[config.mk]
export PLATFORM = sky130hd
export DESIGN_NAME = adc_flow_ctrl
export DESIGN_NICKNAME = d
export VERILOG_FILES = /design/src/rtl/adc_flow_pkg.sv /design/src/rtl/afc_restart_track.sv /design/src/rtl/afc_trig_track.sv /design/src/rtl/afc_abort_track.sv /design/src/rtl/adc_flow_ctrl.sv
export SDC_FILE = /design/constraint.sdc
export NUM_CORES = 1
export LEC_CHECK = 0
export BUFFER_PORTS_ARGS = -buffer_cell sky130_fd_sc_hd__buf_2
export CORE_AREA = 2 2 39 41
export DETAILED_ROUTE_END_ITERATION = 16
export DIE_AREA = 0 0 41 43
export HOLD_SLACK_MARGIN = 0.1
export SLEW_MARGIN = 20
export SYNTH_ARGS = -nofsm -noshare
export SYNTH_HDL_FRONTEND = slang
export SYNTH_SLANG_ARGS = --single-unit
[constraint.sdc]
create_clock -name clk -period 1.3 [get_ports clk]
set_input_delay 0.065 -clock clk [delete_from_list [all_inputs] [get_ports clk]]
set_output_delay 0.065 -clock clk [all_outputs]
set_load 0.1 [all_outputs]
[src/rtl/adc_flow_pkg.sv]
package adc_flow_pkg;

    typedef struct packed {
        logic active;
        logic queued;
        logic ldok;
    } rst_state_t;

    typedef enum logic [1:0] {
        OVR_NONE      = 2'd0,
        OVR_BOUNDARY  = 2'd1,
        OVR_IMMEDIATE = 2'd2
    } trig_ovr_t;

    localparam int unsigned NUM_SRC = 2;

    function automatic logic any_src(input logic [NUM_SRC-1:0] v);
        return |v;
    endfunction

endpackage

[src/rtl/afc_restart_track.sv]
module afc_restart_track
    import adc_flow_pkg::*;
(
    input  logic       clk,
    input  logic       rst,
    input  logic       req,
    input  logic       done,
    input  logic       load_ok,
    output rst_state_t st,
    output logic       start
);
    rst_state_t nxt;

    always_comb begin
        nxt   = st;
        start = 1'b0;
        if (st.active) begin
            if (done) nxt.active = 1'b0;
            if (req) begin
                nxt.queued = 1'b1;
                nxt.ldok   = load_ok;
            end
        end else if (st.queued) begin
            start      = 1'b1;
            nxt.active = 1'b1;
            nxt.queued = 1'b0;
            nxt.ldok   = 1'b0;
            if (req) begin
                nxt.queued = 1'b1;
                nxt.ldok   = load_ok;
            end
        end else if (req) begin
            start      = 1'b1;
            nxt.active = 1'b1;
        end
    end

    always_ff @(posedge clk) begin
        if (rst) st <= '0;
        else     st <= nxt;
    end
endmodule

[src/rtl/afc_trig_track.sv]
module afc_trig_track
    import adc_flow_pkg::*;
(
    input  logic clk,
    input  logic rst,
    input  logic trig_in,
    input  logic auto_trig,
    input  logic sample_start,
    input  logic conv_boundary,
    input  logic err_clr,
    output logic pend,
    output logic err,
    output logic halt
);
    trig_ovr_t kind;
    logic      pend_n, err_n, halt_n;

    always_comb begin
        if (auto_trig && trig_in)  kind = OVR_IMMEDIATE;
        else if (trig_in && pend)  kind = OVR_BOUNDARY;
        else                       kind = OVR_NONE;

        pend_n = (pend && !sample_start) || trig_in || auto_trig;
        err_n  = (kind != OVR_NONE) || (err && !err_clr);
        halt_n = (kind == OVR_IMMEDIATE) ||
                 (err_n && ((halt && !err_clr) || conv_boundary));
    end

    always_ff @(posedge clk) begin
        if (rst) begin
            pend <= 1'b0;
            err  <= 1'b0;
            halt <= 1'b0;
        end else begin
            pend <= pend_n;
            err  <= err_n;
            halt <= halt_n;
        end
    end
endmodule

[src/rtl/afc_abort_track.sv]
module afc_abort_track (
    input  logic clk,
    input  logic rst,
    input  logic req,
    input  logic done,
    output logic busy
);
    always_ff @(posedge clk) begin
        if (rst)       busy <= 1'b0;
        else if (busy) busy <= !done;
        else           busy <= req;
    end
endmodule

[src/rtl/adc_flow_ctrl.sv]
module adc_flow_ctrl
    import adc_flow_pkg::*;
(
    input  logic clk,
    input  logic rst,
    input  logic trig_mode,
    input  logic bus_restart,
    input  logic hw_restart,
    input  logic bus_trig,
    input  logic hw_trig,
    input  logic bus_abort,
    input  logic hw_abort,
    input  logic load_ok,
    input  logic restart_done,
    input  logic abort_done,
    input  logic sample_start,
    input  logic conv_boundary,
    input  logic err_clr,
    output logic restart_busy,
    output logic restart_queued,
    output logic ldok_shadow,
    output logic trig_pend,
    output logic abort_busy,
    output logic trig_err,
    output logic halt
);
    logic       restart_req, trig_req, abort_req;
    logic       restart_start;
    rst_state_t rs;

    assign restart_req = any_src({bus_restart, hw_restart});
    assign trig_req    = any_src({bus_trig, hw_trig});
    assign abort_req   = any_src({bus_abort, hw_abort});

    afc_restart_track u_restart (
        .clk     (clk),
        .rst     (rst),
        .req     (restart_req),
        .done    (restart_done),
        .load_ok (load_ok),
        .st      (rs),
        .start   (restart_start)
    );

    afc_trig_track u_trig (
        .clk           (clk),
        .rst           (rst),
        .trig_in       (trig_req),
        .auto_trig     (restart_start && trig_mode),
        .sample_start  (sample_start),
        .conv_boundary (conv_boundary),
        .err_clr       (err_clr),
        .pend          (trig_pend),
        .err           (trig_err),
        .halt          (halt)
    );

    afc_abort_track u_abort (
        .clk  (clk),
        .rst  (rst),
        .req  (abort_req),
        .done (abort_done),
        .busy (abort_busy)
    );

    assign restart_busy   = rs.active;
    assign restart_queued = rs.queued;
    assign ldok_shadow    = rs.ldok;
endmodule

==> results_dict.tcl <==
set metrics [dict create \
    die_h_microns 43 \
    area.growth.synth_to_final_pct 69.4 \
    cp_slowest_cell "buf_2" \
    tightest_slew_ps 488 \
    p_clk_share_pct 29.1 \
    drtPass1Iterations 4 \
    nets 80 \
    crit_required_ps 1240 \
    hold_class "input pin to register" \
    avgSynthCellArea_sq_um 9.02 \
    ys_ff_latch 7 \
    worstReg2RegEnd "u_trig.pend$_SDFF_PP0_" \
    start_util_pct 22.2 \
    slew_viol_final 0 \
    core.rowCount 14 \
    wl_microns 808 \
    htreeDepth 1 \
    maxCapViolCount 0 \
    antenna_found_initial 0 \
    yosysSeqAreaShare_pct 45.7 \
    setup_ws_ps 155 \
    fillers 160 \
    max_freq_mhz 874 \
    num_vias 356 \
    dp_slack_ps 293 \
    p_leak_nw 0.236 \
    p_int_uw 417 \
    drive_gt1_share_pct 50.0 \
    grt_max_degree 10 \
    vias_per_cell 4.45 \
    syn-cell-area_sq_um 307 \
    antenna_left 0 \
    path_buf_inv 1 \
    slew_headroom_pct 67.7 \
    switching_share_pct 39.5 \
    power_frac_seq_pct 36.5 \
    drc 0 \
    yosysUniqueCellTypes 20 \
    hold_violations 0 \
    cts_tree "done" \
    grt_pass1_vias 330 \
    critPathLaunchType "register" \
    cts_buffers 3 \
    syn_inst 34 \
    path_cells "buf_2" \
    diodes 0 \
    status "completed" \
    post-route-period-util_pct 88.0 \
    max_stage_delay_ps 440 \
    period_needed_ps 1140 \
    power_uw 689 \
    synth_nets 49 \
    cts_setup_buffers 0 \
    core-area_sq_um 1380 \
    timing.rr.start "u_restart.st[1]$_SDFFE_PP0P_" \
    rsz0062_at_grt "false" \
    drt_iter0_drc 6 \
    hpwl_microns 587 \
    wl_per_cell_microns 10.1 \
    end_kind "output pin" \
    comb_power_share_pct 34.4 \
    total_switching_power_uw 272 \
    clock_skew_ps 5.90 \
    crit_cells 1 \
    criticalPathCategory "register to output pin" \
    hp-start "bus_trig" \
    die_w_microns 41 \
    clockBufferDepth 2 \
    clk_pin_slew_ps 60 \
    cts_sinks 7 \
    die_area_sq_um 1760 \
    cp_top_family "buffers and inverters" \
    r2r_setup_slack_ps 290 \
    ctsRootBufferMaster "clkbuf_4" \
    endpoint "restart_busy" \
    clock_latency_ps 250 \
    crit_fanout 9 \
    ctsResizeCount 0 \
    gp_congestion 0.653 \
    port_buffers 21 \
    io_pins 22 \
    crit_start "u_restart.st[2]$_SDFF_PP0_" \
    synth_warnings 0 \
    power.density_nw_per_um2 1330 \
    cp.arrival_ps 1080 \
    max-vdd-ir-drop_v 0.000436 \
    r2r_cells 3 \
    overflow 0 \
    setup_viol 0 \
    grt_pass1_wl_mm 1.28 \
    grtUsageTotal_pct 11.3 \
]
-- kinds of logic after synthesis --
family | share of synthesized area [%]
AOI/OAI and AO/OA | 29.0
and+or+nand+nor | 22.5
DFF | 45.7
buffers and inverters | 2.85
-- cell usage after synthesis (all sizes together) --
cell type / number / area [sq um]
dfxtp: 7 / 140
a21oi: 5 / 25.0
nor2: 3 / 11.3
a211oi: 2 / 15.0
o21ai: 2 / 10.0
a31oi: 1 / 6.26
and2b: 1 / 7.51
clkbuf: 1 / 5.00
inv: 1 / 3.75
nand2: 1 / 6.26
nand2b: 1 / 6.26
nand3b: 1 / 7.51
nor3: 1 / 5.00
nor3b: 1 / 7.51
o21a: 1 / 7.51
o221ai: 1 / 8.76
o31ai: 1 / 7.51
o32ai: 1 / 8.76
or2: 1 / 6.26
or3: 1 / 11.3
-- tightest hold or removal path: cells and delay by family --
| family | cells | cell delay (ps) |
|---|---|---|
| AOI/OAI and AO/OA | 1 | 120 |
| and+or+nand+nor | 1 | 50 |
| buffers and inverters | 1 | 90 |
-- through the flow --
| step | TNS (ps) | hold slack [ps] | std cells | util (%) | cell area [sq um] |
|---|---|---|---|---|---|
| 6_report | 0 | 110 | 80 | 37.5 | 519 |
| 4_1_cts | 0 | 109 | 80 | 37.5 | 519 |
| 2_1_floorplan | -30.8 | 157 | 34 | - | 313 |
| 5_1_grt | 0 | 105 | 80 | 37.5 | 519 |
| 3_5_place_dp | 0 | 252 | 70 | 31.3 | 433 |
| 3_3_place_gp | 0 | 252 | 70 | 31.3 | 433 |
-- flip-flops by register name, summed over array words and instances, names as in the netlist --
| name | count |
|---|---|
| u_trig.halt | 1 |
| u_trig.pend | 1 |
| u_restart.st | 3 |
| u_trig.err | 1 |
| u_abort.busy | 1 |
-- placed cells by master (no fill, tap or decap), types with 2 or more instances in the layout --
master / synthesis / final
dfxtp_1: 7 / 2
o21ai_0: 2 / 2
dfxtp_2: 0 / 5
a21oi_1: 5 / 5
clkbuf_4: 0 / 3
a211oi_1: 2 / 2
dlygate4sd3_1: 0 / 6
nor2_1: 3 / 3
buf_2: 0 / 21
-- worst min path at each step --
| stage | end | slack [ps] | cells after the start |
|---|---|---|---|
| 2_1_floorplan | u_restart.st[2]$_SDFF_PP0_ | 160 | 1 |
| 3_3_place_gp | u_restart.st[2]$_SDFF_PP0_ | 250 | 2 |
| 3_5_place_dp | u_restart.st[2]$_SDFF_PP0_ | 250 | 2 |
| 4_1_cts | u_trig.pend$_SDFF_PP0_ | 110 | 3 |
| 5_1_grt | u_trig.pend$_SDFF_PP0_ | 100 | 3 |
| 6_report | u_trig.pend$_SDFF_PP0_ | 110 | 3 |
-- cell type report --
cell class / count / area, sq um / share of cell area, %
Tap cell: 16 / 20.0 / 3.86
Multi-Input combinational cell: 25 / 158 / 30.4
Timing Repair Buffer: 27 / 165 / 31.8
Clock buffer: 4 / 26.3 / 5.06
Inverter: 1 / 3.75 / 0.723
Sequential cell: 7 / 146 / 28.2
-- per-layer routing --
layer  share of wire (%)  track usage (%)  vias to the layer above
met5                   0                0                        -
met2                  51             17.2                       13
met3                  11             6.81                        0
met1                  39             11.3                      156
li1                    -                -                      187
met4                   0             6.00                        0
-- power by group through the flow --
| stage | clock network, mW | logic (mW) | registers (mW) |
|---|---|---|---|
| 2_1_floorplan | 0 | 0.0422 | 0.390 |
| 5_1_grt | 0.227 | 0.251 | 0.256 |
| 6_report | 0.200 | 0.237 | 0.251 |
| 4_1_cts | 0.209 | 0.239 | 0.251 |
| 3_5_place_dp | 0 | 0.223 | 0.256 |
| 3_3_place_gp | 0 | 0.223 | 0.255 |
-- timing repair --
action,4_1_cts,5_1_grt
setup endpoints to repair,0,1
hold endpoints to repair,6,1
hold buffers,6,1
Power figures use the tool's default switching activity.
